### src/rtl/ipq_pkg.sv
package ipq_pkg;
  localparam int CTRL_W  = 32;
  localparam int RST_BIT = 31;
  localparam int REQ_BIT = 30;
  localparam int SIZE_W  = 16;

  typedef struct packed {
    logic doInit;
    logic doPush;
    logic doPop;
    logic ldSize;
  } ipq_strb_t;
endpackage

### src/rtl/ipq_ctrl.sv
module ipq_ctrl
  import ipq_pkg::*;
(
  input  logic              clk,
  input  logic              rstN,
  input  logic              locWrEn,
  input  logic [CTRL_W-1:0] locWrData,
  input  logic              remWrEn,
  input  logic [CTRL_W-1:0] remWrData,
  input  logic              pushStb,
  input  logic              popStb,
  input  logic              qFull,
  input  logic              qEmpty,
  output ipq_strb_t         strb,
  output logic              resetBit,
  output logic              reqBit,
  output logic              qErr
);
  logic initNow;
  logic errNow;

  assign initNow = resetBit & reqBit;

  always_comb begin
    strb.doInit = initNow;
    strb.doPush = pushStb & ~qFull & ~initNow;
    strb.doPop  = popStb & ~qEmpty & ~initNow;
    strb.ldSize = locWrEn;
  end

  assign errNow = ~initNow & ((pushStb & qFull) | (popStb & qEmpty));

  always_ff @(posedge clk or negedge rstN) begin
    if (!rstN) begin
      resetBit <= 1'b0;
      reqBit   <= 1'b0;
      qErr     <= 1'b0;
    end else begin
      qErr <= errNow;
      if (initNow) begin
        resetBit <= 1'b0;
        reqBit   <= 1'b0;
      end else begin
        if (locWrEn && locWrData[RST_BIT]) resetBit <= 1'b1;
        if (remWrEn && remWrData[REQ_BIT]) reqBit   <= 1'b1;
      end
    end
  end


  bit_sticky_chk: assert property (@(posedge clk) disable iff (!rstN)
    $fell(resetBit) |-> $past(reqBit));


  handshake_clear_chk: assert property (@(posedge clk) disable iff (!rstN)
    (resetBit && reqBit) |=> (!resetBit && !reqBit));


  no_overflow_chk: assert property (@(posedge clk) disable iff (!rstN)
    strb.doPush |-> !qFull);


  no_underflow_chk: assert property (@(posedge clk) disable iff (!rstN)
    strb.doPop |-> !qEmpty);


  init_quiet_chk: assert property (@(posedge clk) disable iff (!rstN)
    (resetBit && reqBit) |=> !qErr);
endmodule

### src/rtl/ipq_datapath.sv
module ipq_datapath
  import ipq_pkg::*;
#(
  parameter int IDX_W    = 16,
  parameter int DEF_LAST = 7
) (
  input  logic              clk,
  input  logic              rstN,
  input  ipq_strb_t         strb,
  input  logic [CTRL_W-1:0] sizeData,
  output logic [IDX_W-1:0]  putIdx,
  output logic [IDX_W-1:0]  getIdx,
  output logic [IDX_W-1:0]  lastIdx,
  output logic              qEmpty,
  output logic              qFull
);
  logic [IDX_W-1:0] putNext;
  logic [IDX_W-1:0] getNext;

  assign putNext = (putIdx == lastIdx) ? '0 : putIdx + 1'b1;
  assign getNext = (getIdx == lastIdx) ? '0 : getIdx + 1'b1;
  assign qEmpty  = (putIdx == getIdx);
  assign qFull   = (putNext == getIdx);

  always_ff @(posedge clk or negedge rstN) begin
    if (!rstN) begin
      putIdx  <= '0;
      getIdx  <= '0;
      lastIdx <= IDX_W'(DEF_LAST);
    end else begin
      if (strb.ldSize) lastIdx <= sizeData[IDX_W-1:0];
      if (strb.doInit) begin
        putIdx <= '0;
        getIdx <= '0;
      end else begin
        if (strb.doPush) putIdx <= putNext;
        if (strb.doPop)  getIdx <= getNext;
      end
    end
  end


  init_zero_chk: assert property (@(posedge clk) disable iff (!rstN)
    strb.doInit |=> (putIdx == '0 && getIdx == '0));


  idle_hold_chk: assert property (@(posedge clk) disable iff (!rstN)
    (!strb.doInit && !strb.doPush && !strb.doPop) |=> ($stable(putIdx) && $stable(getIdx)));
endmodule

### src/rtl/ipc_rxq_ctrl.sv
module ipc_rxq_ctrl
  import ipq_pkg::*;
#(
  parameter int IDX_W    = 16,
  parameter int DEF_LAST = 7
) (
  input  logic              clk,
  input  logic              rstN,
  input  logic              locWrEn,
  input  logic [31:0]       locWrData,
  output logic [31:0]       locRdData,
  input  logic              remWrEn,
  input  logic [31:0]       remWrData,
  output logic [31:0]       remRdData,
  input  logic              pushStb,
  input  logic              popStb,
  output logic [IDX_W-1:0]  putIdx,
  output logic [IDX_W-1:0]  getIdx,
  output logic              qEmpty,
  output logic              qFull,
  output logic              qErr
);
  ipq_strb_t        strb;
  logic             resetBit;
  logic             reqBit;
  logic [IDX_W-1:0] lastIdx;
  logic [31:0]      ctrlWord;

  ipq_ctrl uCtrl (
    .clk(clk), .rstN(rstN),
    .locWrEn(locWrEn), .locWrData(locWrData),
    .remWrEn(remWrEn), .remWrData(remWrData),
    .pushStb(pushStb), .popStb(popStb),
    .qFull(qFull), .qEmpty(qEmpty),
    .strb(strb), .resetBit(resetBit), .reqBit(reqBit), .qErr(qErr)
  );

  ipq_datapath #(.IDX_W(IDX_W), .DEF_LAST(DEF_LAST)) uData (
    .clk(clk), .rstN(rstN), .strb(strb), .sizeData(locWrData),
    .putIdx(putIdx), .getIdx(getIdx), .lastIdx(lastIdx),
    .qEmpty(qEmpty), .qFull(qFull)
  );

  assign ctrlWord  = {resetBit, reqBit, 14'b0, SIZE_W'(lastIdx)};
  assign locRdData = ctrlWord;
  assign remRdData = ctrlWord;
endmodule

### config.mk
export PLATFORM = sky130hd
export DESIGN_NAME = ipc_rxq_ctrl
export DESIGN_NICKNAME = d
export VERILOG_FILES = /design/src/rtl/ipq_pkg.sv /design/src/rtl/ipq_ctrl.sv /design/src/rtl/ipq_datapath.sv /design/src/rtl/ipc_rxq_ctrl.sv
export SDC_FILE = /design/constraint.sdc
export NUM_CORES = 1
export LEC_CHECK = 0
export CORE_MARGIN = 10
export CORE_UTILIZATION = 46
export CTS_CLUSTER_DIAMETER = 60
export CTS_CLUSTER_SIZE = 40
export DETAILED_ROUTE_END_ITERATION = 16
export GPL_TIMING_DRIVEN = 1
export PLACE_DENSITY = 0.83
export SETUP_SLACK_MARGIN = 0.1
export SLEW_MARGIN = 0
export SYNTH_ARGS = -nofsm -noshare
export SYNTH_HDL_FRONTEND = slang
export SYNTH_SLANG_ARGS = --single-unit
### constraint.sdc
create_clock -name clk -period 3.85 [get_ports clk]
set_input_delay 0.5775 -clock clk [delete_from_list [all_inputs] [get_ports clk]]
set_output_delay 0.5775 -clock clk [all_outputs]
set_load 0.01 [all_outputs]
Word-level counts from Yosys, hierarchy flattened
Cells that the tools add are included.
W data, S select, Z words.
Word-level totals
  register bits: 51
  bits of input ports: 70
  output and inout port bits: 99
Cells by class
  add/subtract/negate cells: 2
  equal/unequal tests: 4
  mux-type cells: 10
  bitwise operators: 12
  reductions and logical operators: 6
Operators with widths (count)
  $mux W16: 6
  $eq A16 B16 Y1: 4
  $add A16 B1 Y16 const B: 2
  $and A1 B1 Y1: 8
  $reduce_bool A2 Y1: 4
  $mux W1: 4
  $not A1 Y1: 3
  $logic_and A1 B1 Y1: 2
  $or A1 B1 Y1: 1

Logic depth before layout (Yosys ltp)
Gate-level depths: netlist of the first run.
  depth after elaboration: 8
  gate-level depth with buffers: 12
  mapped depth without buffers: 9

Cells and area by module
Synthesis of the first run repeated with hierarchy kept, for this count alone.
Second synthesis, totals
  cells, all modules: 471
  area total of the unflattened synthesis: 4136.5 µm²
Modules (own cells, without submodules)
  ipq_datapath: times used 1, cells each 408, area an instance 3609.7 µm², sequential area each 1204.9 µm²
  ipc_rxq_ctrl: times used 1, cells each 49, area an instance 364.1 µm², sequential area each 0.0 µm²
  ipq_ctrl: times used 1, cells each 14, area an instance 162.7 µm², sequential area each 75.1 µm²

Worst setup path before layout of the first run
Ideal clock, no wire load.
  kind: reg-to-output
  from: reg uData.putIdx[1]
  to: out qFull
  arrival: 2.670 ns
  data required time: 3.273 ns
  path slack: 0.602 ns
  stages on the path, launching flop included: 9
  cells stage by stage: dfrtp_1 > ha_1 > nand3_4 > or4_4 > a211oi_1 > o21a_1 > o22ai_1 > or4_4 > nor2_8
Between the ends
  longest elaborated chain between the ends: 3
Ends and longest elaborated chain
  start, declared: RTL line ipq_datapath.sv:11  | output logic [IDX_W-1:0] putIdx,
  start signal, assigned: RTL line ipq_datapath.sv:36  | if (strb.doPush) putIdx <= putNext;
  $add A16 B1 Y16 or $eq A16 B16 Y1 (tied branches): RTL line ipq_datapath.sv:20  | assign putNext = (putIdx == lastIdx) ? '0 : putIdx + 1'b1;
  $mux W16 (*): RTL line ipq_datapath.sv:20
  $eq A16 B16 Y1 (*): RTL line ipq_datapath.sv:23  | assign qFull = (putNext == getIdx);
  end, declared: RTL line ipc_rxq_ctrl.sv:20  | output logic qFull,
Mark *: on every way between the ends. The rest lies on a longest branch, timed or not.

Worst setup path in the final report of the first run
  from: reg uData.lastIdx[13]
  to: out qFull
Between the ends
  longest elaborated chain between the ends: 3
Ends and longest elaborated chain
  start, declared: RTL line ipq_datapath.sv:13  | output logic [IDX_W-1:0] lastIdx,
  start signal, assigned: RTL line ipq_datapath.sv:29  | lastIdx <= IDX_W'(DEF_LAST);
  start signal, assigned: RTL line ipq_datapath.sv:31  | if (strb.ldSize) lastIdx <= sizeData[IDX_W-1:0];
  $eq A16 B16 Y1: RTL line ipq_datapath.sv:20
  $mux W16: RTL line ipq_datapath.sv:20
  $eq A16 B16 Y1: RTL line ipq_datapath.sv:23
Every way passes these cells.

==> results by group, run 1 <==
Setup path
  • Flop-to-flop setup slack: 0.58 ns
  • Critical path class: register to primary output
  • WP data arrival: 3.03 ns
  • Largest fanout on the critical path: 5
  • Reg2reg path depth: 11
  • Reg2reg end: uData.putIdx[0]
  • FF-to-FF Start: uData.putIdx[6]
  • Crit start category: register
  • CP required: 3.27 ns
  • Worst setup EP type: primary output

CTS
  • Worst-Skew Late Latency: 0.32 ns
  • CTS tree: built
  • CTS Hold Bufs: 0
  • Clock buffer depth: 2
  • Clk pin slew, worst setup/hold paths: 0.11 ns
  • Root buf cell: clkbuf_8
  • TritonCTS Buffers: 5
  • Clk sink count: 51
  • Htree depth: 2

Cells and area
  • Layout area overhead: 30.12%
  • Nets@finish: 682
  • Multi-input logic area: 2788 sq um
  • Ant diodes: 0
  • Share of cells above drive strength 1: 22.42%
  • Total area of sequential cells: 1287 sq um
  • Fillers: 825
  • Layout Cell Area excl Fill: 5843 sq um

STA
  • Max-slew headroom: 25.84%
  • Max Clock Freq: 277.2 MHz
  • Endpoints failing setup: 0
  • Max-slew violation count: 0
  • Fin worst setup slack: 0.2424 ns
  • Tmin final: 3.608 ns
  • Hold Fails Final Rpt: 0
  • Worst Clk Skew: 0.009398 ns
  • Tightest Pin Transition: 1.112 ns
  • Fin crit share: 93.70%
  • RSZ-0062 raised after global routing: no

Route
  • Vias: 4453
  • WL per Instance: 20.72 um
  • Post-DR vias/cell: 5.985
  • Final wirelength: 15.41 mm
  • Post-route DRC: 0
  • Post-route ant nets: 0
  • Detailed Routing Iterations Pass 1: 5
  • DRT iter0 DRCs: 582

Die
  • Die W: 118.8 um
  • Area of the die: 14110 sq um
  • FP Rows: 36
  • Die height: 118.8 um
  • Core area: 9639 sq um
  • Initial core utilization: 46.59%
  • I/O pins: 169

Outcome
  • Status: complete, no violations

Logic synthesis
  • Register area share after synthesis: 28.50%
  • Synth async-reset ratio: 100.0%
  • Distinct cells, synth: 68
  • Post-Syn Area: 4491 sq um
  • Simple-Gate Fraction of Synth Area: 22.65%
  • Post-synthesis mux area share: 5.573%
  • EDFF count, synth: 0
  • Largest family of logic cells by synthesized area: simple AND/OR/NAND/NOR gates
  • Yosys warns: 0
  • Top FF cell, synth: dfrtp_1
  • Post-Synth XOR/XNOR Area: 13.85%
  • Synth Area in Compound Gates: 13.96%
  • Synth Area in Adders: 0.5573%
  • Post-Syn Instances: 517
  • Post-synthesis register bit count: 51
  • Syn_area_per_cell: 8.686 sq um

Placed design
  • DP HPWL: 11.22 mm
  • Number of port buffers: 94
  • Pre-CTS setup slack: -0.05292 ns
  • RePlAce Congestion: 1.038
  • Post-place instance area: 5465 sq um

Pwr
  • Cell Pwr Density: 512.6 nW/um^2
  • Total Power: 2.995 mW
  • Leak: 2.447 nW
  • Max VDD drop: 0.2973 mV

GRT
  • Number of global-route vias before repair: 4421
  • Grt ovf: 0
  • Initial antenna violation count: 0
  • Largest net degree at the start of global routing: 38
  • GRT Total Usage: 21.04%
  • First-pass GRT wire length: 24.35 mm

Run
  • Max Cap Viol: 0

Hold path
  • Worst min path class: input pin to async pin
## cells in the final DEF, fill, tap and decap left out, drive strengths merged, types with 4 or more instances in the layout
cell type      Yosys  layout
nor3              11      11
and3               8       8
a31oi              4       4
a211oi             4       4
xnor2             14      14
or3                9       9
nor4              20      20
clkdlybuf4s50      0      92
conb               1      28
nand2             32      32
nand3             25      26
mux2i              7       7
o31ai              7       7
o21ai             30      30
buf               69      65
inv               11      12
o32ai              5       5
a311o              9       9
or4                4       4
clkbuf            31       7
xor2              51      51
a21oi             12      12
mux2              16      16
nor2              22      22
dfrtp             48      48
nand4             12      12
nand2b             6       6
nor2b              4       4
## where the power goes
part	internal, mW	total [mW]	switching (mW)
sequential	0.643	0.810	0.166
combinational	0.834	1.77	0.934
clock	0.214	0.417	0.203
## per-layer routing
layer	vias to the layer above	track usage [%]	part of all wire (%)	wire [um]
met3	70	5.854	11	1677
met2	284	35.50	48	7423
met1	2142	25.25	37	5695
li1	1957	-	-	-
met5	-	0	0	0
met4	0	7.023	4.0	616
## registers in the layout, indices dropped and copies added (netlist names)
| register | cells |
|---|---|
| uData.putIdx | 16 |
| uData.lastIdx | 16 |
| uCtrl.reqBit | 1 |
| uData.getIdx | 16 |
| uCtrl.qErr | 1 |
| uCtrl.resetBit | 1 |
## repair_timing
action / 4_1_cts / 5_1_grt
setup endpoints to repair: 1 / 1
buffers inserted: 6 / 7
cloned: 0 / 1
gates resized for setup: 19 / 19
pin swaps: 4 / 7
## through the flow
stage           TNS, ns  util [%]  hold WS, ns  cells
3_3_place_gp          0     56.70       0.4912    722
5_1_grt               0     60.62       0.1537    744
4_1_cts               0     59.33       0.1560    736
2_1_floorplan         0         -       0.2819    544
6_report              0     60.62       0.1406    744
3_5_place_dp   -0.05292     56.70       0.4987    722
## worst max-delay path by stage
stage | startpoint | to | slack, ns | depth (start not counted)
3_5_place_dp | uData.putIdx[14] | qFull | -0.05 | 9
2_1_floorplan | uData.putIdx[1] | qFull | 0.60 | 8
4_1_cts | uData.putIdx[0] | qFull | 0.11 | 10
6_report | uData.lastIdx[13] | qFull | 0.24 | 9
3_3_place_gp | uData.putIdx[14] | qFull | 0.05 | 9
5_1_grt | uData.putIdx[0] | qFull | 0.16 | 10
## cells by family after synthesis
kind of cell | Yosys count
and+or+nand+nor | 171
buffers and inverters | 111
muxes | 23
AOI/OAI and AO/OA | 91
other | 1
DFF | 51
adders and majority gates | 2
xor gates and xnor gates | 67
## layout make-up
class / instances / share of cell area, %
well taps: 133 / 2.848
inverters: 11 / 0.7066
clock buffers: 6 / 1.413
multi-input cells: 383 / 47.71
clock inverters: 2 / 0.6638
flip-flops and latches: 51 / 22.03
repair buffers: 158 / 24.63
## synthesized netlist by cell type, types with 4 or more instances
| cell | instances | area, sq um |
|---|---|---|
| a21oi_1 | 11 | 55.05 |
| o31ai_1 | 7 | 52.55 |
| nand3_1 | 23 | 115.1 |
| nor2b_1 | 4 | 25.02 |
| dfrtp_1 | 48 | 1201 |
| clkbuf_1 | 30 | 112.6 |
| nand4_1 | 11 | 68.82 |
| mux2_2 | 16 | 180.2 |
| a31oi_1 | 4 | 25.02 |
| o32ai_1 | 5 | 43.79 |
| and3_1 | 8 | 50.05 |
| xor2_1 | 51 | 446.7 |
| inv_1 | 11 | 41.29 |
| or3_1 | 7 | 43.79 |
| buf_2 | 6 | 30.03 |
| a211oi_1 | 4 | 30.03 |
| xnor2_1 | 13 | 113.9 |
| nand2b_1 | 6 | 37.54 |
| nor2_1 | 21 | 78.83 |
| nor4_1 | 18 | 112.6 |
| buf_4 | 60 | 450.4 |
| o21ai_0 | 27 | 135.1 |
| mux2i_1 | 7 | 70.07 |
| nand2_1 | 32 | 120.1 |
| nor3_1 | 9 | 45.04 |
| a311o_1 | 9 | 90.09 |
## critical path, stage by stage (launching register included)
cell and delay [ns]:
dfrtp_2 0.46, xor2_1 0.19, nor4_2 0.37, nand4_1 0.20, buf_4 0.20, a311o_1 0.26, and3_1 0.18, or4_4 0.56
nor2_8 0.14, clkbuf_2 0.14
Note: power is estimated with default switching activity, not from simulation.
==> run 2, diff against run 1 <==
- ABC_AREA: not set -> 1
- CORE_UTILIZATION: 46 -> 44
- PLACE_DENSITY: 0.83 -> 0.81
==> run 2 against run 1 <==
Against the previous run:
- worst hold slack gained 0.096 ns
- synthesized cell count increased by 25%
- sequential power shrank 13%
- fmax grew 3.1%
- design area shrank 14%
- critical path depth increased by 6
- register-to-register slack improved by 0.55 ns
- highest routed layer unchanged
- setup slack better by 0.11 ns
- via count down 5.6%
- die area shrank 2.2%
- utilization shrank 5.9 points
- count of clock-buffer cells in the layout shrank 1
==> results by group, run 2 <==
Route
  • Post-route ant nets: 0 (unchanged)
  • Final wirelength: 13.09 mm (-15%)
  • Vias: 4202 (-5.6%)
  • DRT iter0 DRCs: 421 (-28%)
  • WL per Instance: 15.68 um (-24%)
  • Detailed Routing Iterations Pass 1: 5 (unchanged)
  • Post-DR vias/cell: 5.032 (-16%)
  • Post-route DRC: 0 (unchanged)

Cells and area
  • Commonest non-fill, non-tap cell in the layout: nand2_1
  • Multi-input logic area: 2193 sq um (-21%)
  • Nets@finish: 777 (+14%)
  • Layout area overhead: 20.75%
  • Share of cells above drive strength 1: 5.949% (-16 points)
  • Biggest regs: uData.getIdx (16), uData.lastIdx (16), uData.putIdx (16)
  • Total area of sequential cells: 1285 sq um (-0.19%)
  • Ant diodes: 0 (unchanged)
  • Commonest non-fill, non-tap cells in the layout: nand2_1, clkdlybuf4s50_1, inv_1
  • Fillers: 910 (+10%)

CTS
  • Clock buffer depth: 2 (unchanged)
  • Clk pin slew, worst setup/hold paths: 0.10 ns (about the same)
  • Htree depth: 2 (unchanged)
  • Root buf cell: clkbuf_8
  • CTS-repair resized insts: 0 (-19)
  • CTS tree: built
  • TritonCTS Buffers: 5 (unchanged)
  • Worst-Skew Late Latency: 0.30 ns (-0.02 ns)
  • CTS Hold Bufs: 0 (unchanged)
  • Clk sink count: 51 (unchanged)
  • Setup Fix Bufs, Post-CTS: 0 (-6)

Placed design
  • DP HPWL: 10.40 mm (-7.3%)
  • Pre-CTS setup slack: 0.5351 ns (+0.5880 ns)
  • Number of port buffers: 94 (unchanged)
  • RePlAce Congestion: 0.9439 (-9.1%)

Setup path
  • Largest fanout on the critical path: 7 (+2)
  • CP required: 3.27 ns (about the same)
  • FF-to-FF Start: uData.lastIdx[1]
  • WP data arrival: 2.92 ns (-0.11 ns)
  • Reg2reg end: uData.putIdx[0]
  • Worst setup EP type: primary output
  • Critical path class: register to primary output
  • Reg2reg path depth: 18 (+7)
  • Crit start category: register
  • Flop-to-flop setup slack: 1.13 ns (+0.55 ns)

STA
  • Endpoints failing setup: 0 (unchanged)
  • Hold Fails Final Rpt: 0 (unchanged)
  • Fin crit share: 90.89% (-2.8 points)
  • Tmin final: 3.499 ns (-0.1085 ns)
  • RSZ-0062 raised after global routing: no
  • Max-slew violation count: 0 (unchanged)
  • Post-Route Setup TNS: 0 ns (unchanged)
  • Worst Clk Skew: 0.003001 ns (-0.006398 ns)
  • Max-slew headroom: 33.55% (+7.7 points)
  • Max Clock Freq: 285.8 MHz (+3.1%)
  • Tightest Pin Transition: 0.9937 ns (-0.1187 ns)
  • Fin worst setup slack: 0.3509 ns (+0.1085 ns)

Logic synthesis
  • Synth top cells by count: nand2_1, inv_1, nor2_1
  • Synth async-reset ratio: 100.0% (unchanged)
  • Syn_area_per_cell: 6.467 sq um (-26%)
  • EDFF count, synth: 0 (unchanged)
  • Top FF cell, synth: dfrtp_1
  • Yosys warns: 0 (unchanged)
  • Register area share after synthesis: 30.59% (+2.1 points)
  • Synth area leader: dfrtp_1
  • Post-Syn Instances: 647 (+25%)
  • Yosys top cell area share: 28.71% (+2.0 points)
  • Post-synthesis register bit count: 51 (unchanged)
  • Distinct cells, synth: 31 (-54%)
  • Post-Syn Area: 4184 sq um (-6.8%)
  • Synth area leaders: dfrtp_1, nand2_1, buf_4, inv_1, nor2_1
  • Most frequent cell after synthesis: nand2_1

GRT
  • Initial antenna violation count: 0 (unchanged)
  • Number of global-route vias before repair: 3874 (-12%)
  • Largest net degree at the start of global routing: 34 (-11%)
  • Grt ovf: 0 (unchanged)
  • First-pass GRT wire length: 20.56 mm (-16%)
  • GRT Total Usage: 17.79% (-3.3 points)

Run
  • Max Cap Viol: 0 (unchanged)

Die
  • I/O pins: 169 (unchanged)
  • FP Rows: 35 (-2.8%)
  • Initial core utilization: 45.28% (-1.3 points)
  • Core area: 9240 sq um (-4.1%)
  • Die height: 117.5 um (-1.1%)
  • Die W: 117.5 um (-1.1%)
  • Area of the die: 13810 sq um (-2.2%)

Outcome
  • Status: complete, no violations

Pwr
  • Total Power: 2.181 mW (-27%)
  • Max VDD drop: 0.2769 mV (-6.9%)
  • Cell Pwr Density: 431.7 nW/um^2 (-16%)
  • Leak: 2.583 nW (+5.5%)

Hold path
  • Worst min path class: input pin to async pin
[run 2: cell count changes after synthesis, moves of 17 or more]
cell | previous run | this run
nand4_1 | 11 | 28
nand2_1 | 32 | 194
xor2_1 | 51 | 21
nand3_1 | 23 | 41
nor2_1 | 21 | 59
inv_1 | 11 | 80
[run 2: final cells by class]
cell class | instances | area share [%]
Clock buffer | 5 | 1.362
Clock inverter | 3 | 0.8668
Multi-Input combinational cell | 461 | 43.41
Tap cell | 129 | 3.195
Sequential cell | 51 | 25.43
Inverter | 87 | 6.464
Timing Repair Buffer | 99 | 19.27
[run 2: worst max-delay path, stage by stage (launching register included)]
cell,delay (ns)
dfrtp_2,0.45
ha_1,0.20
nand2_1,0.09
nor2_2,0.14
inv_2,0.06
nor2_2,0.17
xor2_1,0.21
nand2_1,0.09
nand2_1,0.07
nand2_1,0.06
nor2_1,0.12
nand2_1,0.11
nor2_2,0.18
nand2_4,0.06
inv_1,0.06
clkdlybuf4s50_1,0.53
[run 2: layer usage]
layer | up-vias | track usage [%] | part of all wire, %
li1 | 2057 | - | -
met1 | 1934 | 23.24 | 43
met2 | 203 | 29.44 | 47
met3 | 8 | 4.077 | 9.3
met4 | 0 | 3.168 | 0.71
met5 | - | 0 | 0
[run 2: metrics by stage]
stage	instances	hold slack [ns]	utilization [%]	cell area (sq um)
after floorplan	674	0.2819	-	4285
after global placement	826	0.5137	53.07	4903
after detailed placement	826	0.5259	53.07	4903
after CTS	834	0.2465	54.29	5016
after global routing	835	0.2652	54.68	5052
final	835	0.2363	54.68	5052
[run 2: worst max path at each step]
stage	to	cells after the start	start	slack, ns
after global placement	qFull	15	uData.lastIdx[0]	0.54
final	qFull	15	uData.putIdx[0]	0.35
after floorplan	qFull	15	uData.putIdx[0]	1.18
after CTS	qFull	15	uData.lastIdx[1]	0.17
after global routing	qFull	15	uData.lastIdx[1]	0.13
after detailed placement	qFull	15	uData.lastIdx[1]	0.54
[run 2: logic make-up (layout without fill, tap and decap cells)]
| logic type | count (synthesis) | after routing | synth area share, % |
|---|---|---|---|
| AOI/OAI and AO/OA | 56 | 56 | 6.818 |
| xor gates and xnor gates | 30 | 30 | 6.280 |
| adders and majority gates | 2 | 2 | 0.5980 |
| buffers and inverters | 163 | 194 | 20.16 |
| DFF | 51 | 51 | 30.59 |
| other | 1 | 28 | 0.08963 |
| and+or+nand+nor | 344 | 345 | 35.47 |
[run 2: power by group]
part,switching (mW),leakage (nW),internal (mW)
Combinational,0.673,1.86,0.420
Clock,0.191,0.0581,0.194
Sequential,0.103,0.662,0.601
Total,0.967,2.58,1.21
==> run 3, diff against run 2 <==
- PLACE_DENSITY: 0.81 -> 0.8
==> run 3 against run 2 <==
Against the previous run:
- critical path depth stayed put
- sequential share of layout area is 0.051 points higher
- clock power is 2% higher
- utilization is 0.16 points lower
- via count is 1.8% higher
- worst hold slack worse by 0.0066 ns
- design area is 0.30% lower
- sequential cell count stayed put
- count of clock-buffer cells in the layout is 2 higher
- register-to-register slack worse by 0.04 ns
- sequential power is 0.9% higher
- largest cell class unchanged
- highest routed layer unchanged
==> results by group, run 3 (synthesis gave the netlist of run 2 again) <==
Placed design
  • RePlAce Congestion: 0.9392 (-0.50%)
  • Number of port buffers: 94 (unchanged)
  • Placed cells: 826 (unchanged)
  • DP HPWL: 10.54 mm (+1.3%)

STA
  • Worst Clk Skew: 0.01332 ns (+0.01032 ns)
  • Max Clock Freq: 282.0 MHz (-1.3%)
  • Hold Fails Final Rpt: 0 (unchanged)
  • Max-slew violation count: 0 (unchanged)
  • Tmin final: 3.546 ns (+0.04674 ns)
  • Tightest Pin Transition: 0.9940 ns (+0.0003399 ns)
  • RSZ-0062 raised after global routing: no
  • Endpoints failing setup: 0 (unchanged)
  • Smallest hold slack: 0.2297 ns (-0.006623 ns)
  • Max-slew headroom: 33.52% (about the same)
  • Fin crit share: 92.10% (+1.2 points)
  • Post-Route Setup TNS: 0 ns (unchanged)

Setup path
  • Worst setup EP type: primary output
  • WP data arrival: 2.97 ns (+0.05 ns)
  • Critical path, cell by cell: inv_1 -> nand2_1 -> nand2_1 -> nor2_1 -> nand2_1 -> nor2_2 -> nand2_4 -> nand3_1 -> nand2_1 -> nor2_1 -> nand2_1 -> nor2_2 -> nand2_4 -> inv_1 -> clkdlybuf4s50_1
  • CP required: 3.27 ns (about the same)
  • CP dominant cell by count: nand2_1
  • Reg2reg end: uData.putIdx[1]
  • FF-to-FF Start: uData.lastIdx[1]
  • Largest fanout on the critical path: 16 (+9)
  • Max stage delay on crit path: 0.60 ns (+0.07 ns)
  • CP max stage cell: dfstp_2
  • Crit start category: register
  • Flop-to-flop setup slack: 1.09 ns (-0.04 ns)
  • Critical path class: register to primary output
  • Reg2reg path depth: 18 (unchanged)

CTS
  • Htree depth: 2 (unchanged)
  • CTS Hold Bufs: 0 (unchanged)
  • CTS tree: built
  • Setup Fix Bufs, Post-CTS: 0 (unchanged)
  • Clock buffer depth: 2 (unchanged)
  • Worst-Skew Late Latency: 0.32 ns (+0.02 ns)
  • TritonCTS Buffers: 5 (unchanged)
  • Root buf cell: clkbuf_8
  • Clk sink count: 51 (unchanged)
  • Clk pin slew, worst setup/hold paths: 0.10 ns (about the same)

Cells and area
  • Layout area overhead: 20.39%
  • Ant diodes: 0 (unchanged)
  • Commonest non-fill, non-tap cells in the layout: nand2_1, clkdlybuf4s50_1, inv_1
  • Commonest non-fill, non-tap cell in the layout: nand2_1
  • Share of cells above drive strength 1: 5.382% (-0.57 points)
  • Fillers: 921 (+1.2%)
  • Final Non-Filler Cells: 835 (unchanged)
  • Biggest regs: uData.getIdx (16), uData.lastIdx (16), uData.putIdx (16)
  • Total area of sequential cells: 1284 sq um (about the same)
  • Multi-input logic area: 2186 sq um (-0.34%)
  • Nets@finish: 777 (unchanged)

Pwr
  • Gate power share: 50.1% (about the same)
  • Cell Pwr Density: 437.6 nW/um^2 (+1.4%)
  • Max VDD drop: 0.2525 mV (-8.8%)
  • Leak: 2.592 nW (+0.34%)
  • Internal power: 1.217 mW (+0.17%)
  • Switch Pwr: 0.9877 mW (+2.2%)
  • Flop pwr share: 32.2% (about the same)
  • Clock power frac: 17.7% (about the same)
  • Sw frac: 44.81% (+0.49 points)
  • Total Power: 2.204 mW (+1.1%)

Hold path
  • Worst min path class: input pin to async pin

Route
  • Final wirelength: 13.66 mm (+4.4%)
  • Post-DR vias/cell: 5.122 (+1.8%)
  • DRT iter0 DRCs: 362 (-14%)
  • Detailed Routing Iterations Pass 1: 8 (+3)
  • WL per Instance: 16.36 um (+4.4%)
  • Vias: 4277 (+1.8%)
  • Post-route DRC: 0 (unchanged)
  • Post-route ant nets: 0 (unchanged)

Die
  • Die height: 117.5 um (unchanged)
  • I/O pins: 169 (unchanged)
  • Initial core utilization: 45.28% (unchanged)
  • FP Rows: 35 (unchanged)
  • Area of the die: 13810 sq um (unchanged)
  • Die W: 117.5 um (unchanged)
  • Core area: 9240 sq um (unchanged)

GRT
  • GRT Total Usage: 18.79% (+1.0 points)
  • Number of global-route vias before repair: 4142 (+6.9%)
  • Largest net degree at the start of global routing: 39 (+15%)
  • Initial antenna violation count: 0 (unchanged)
  • First-pass GRT wire length: 21.75 mm (+5.8%)
  • Grt ovf: 0 (unchanged)

Run
  • Max Cap Viol: 0 (unchanged)

Outcome
  • Status: complete, no violations
run 3: changes by cell type in the layout (fill, tap and decap cells not counted), sizes merged:
cell and change:
clkbuf +2, clkinv -2
run 3: area by class of cell:
cell class / instances / share of cell area (%)
Clock buffer: 7 / 1.515
Tap cell: 129 / 3.204
Sequential cell: 51 / 25.48
Inverter: 87 / 6.483
Multi-Input combinational cell: 461 / 43.39
Timing Repair Buffer: 99 / 19.32
Clock inverter: 1 / 0.5961
run 3: repair_timing:
action | in CTS | in global routing
setup endpoints to repair | 0 | 1
gates resized for setup | 0 | 8
hold endpoints to repair | 0 | 0
run 3: critical path: cells and delay by family, from the launching register on:
family	cells	cell delay, ns
and+or+nand+nor	12	1.39
DFF	1	0.60
buffers and inverters	3	0.66
run 3: stage by stage:
step                utilization [%]  area, sq um  setup slack, ns
CTS                           54.22         5010           0.1692
finish                        54.52         5037           0.3041
detailed placement            53.07         4903           0.5238
global route                  54.52         5037           0.1095
floorplan                         -         4285            1.180
global placement              53.07         4903           0.5423
run 3: power groups by stage:
| stage | Clock [mW] | Sequential [mW] | Combinational [mW] |
|---|---|---|---|
| floorplan | 0 | 0.702 | 0.730 |
| global placement | 0 | 0.710 | 1.07 |
| detailed placement | 0 | 0.714 | 1.09 |
| CTS | 0.393 | 0.703 | 1.10 |
| global route | 0.411 | 0.721 | 1.21 |
| finish | 0.391 | 0.709 | 1.10 |
run 3: worst max-delay path by stage:
stage,from,end,slack [ns],cells after the start
after floorplan,uData.putIdx[0],qFull,1.18,15
after global placement,uData.lastIdx[0],qFull,0.54,15
after detailed placement,uData.lastIdx[0],qFull,0.52,15
after CTS,uData.lastIdx[0],qFull,0.17,15
after global routing,uData.lastIdx[1],qFull,0.11,15
final,uData.lastIdx[1],qFull,0.30,15
run 3: per-layer routing:
layer	global-route usage, %	share of wire [%]
met4	4.637	1.5
met5	0	0
met3	3.693	8.8
met2	30.84	47
met1	24.63	43
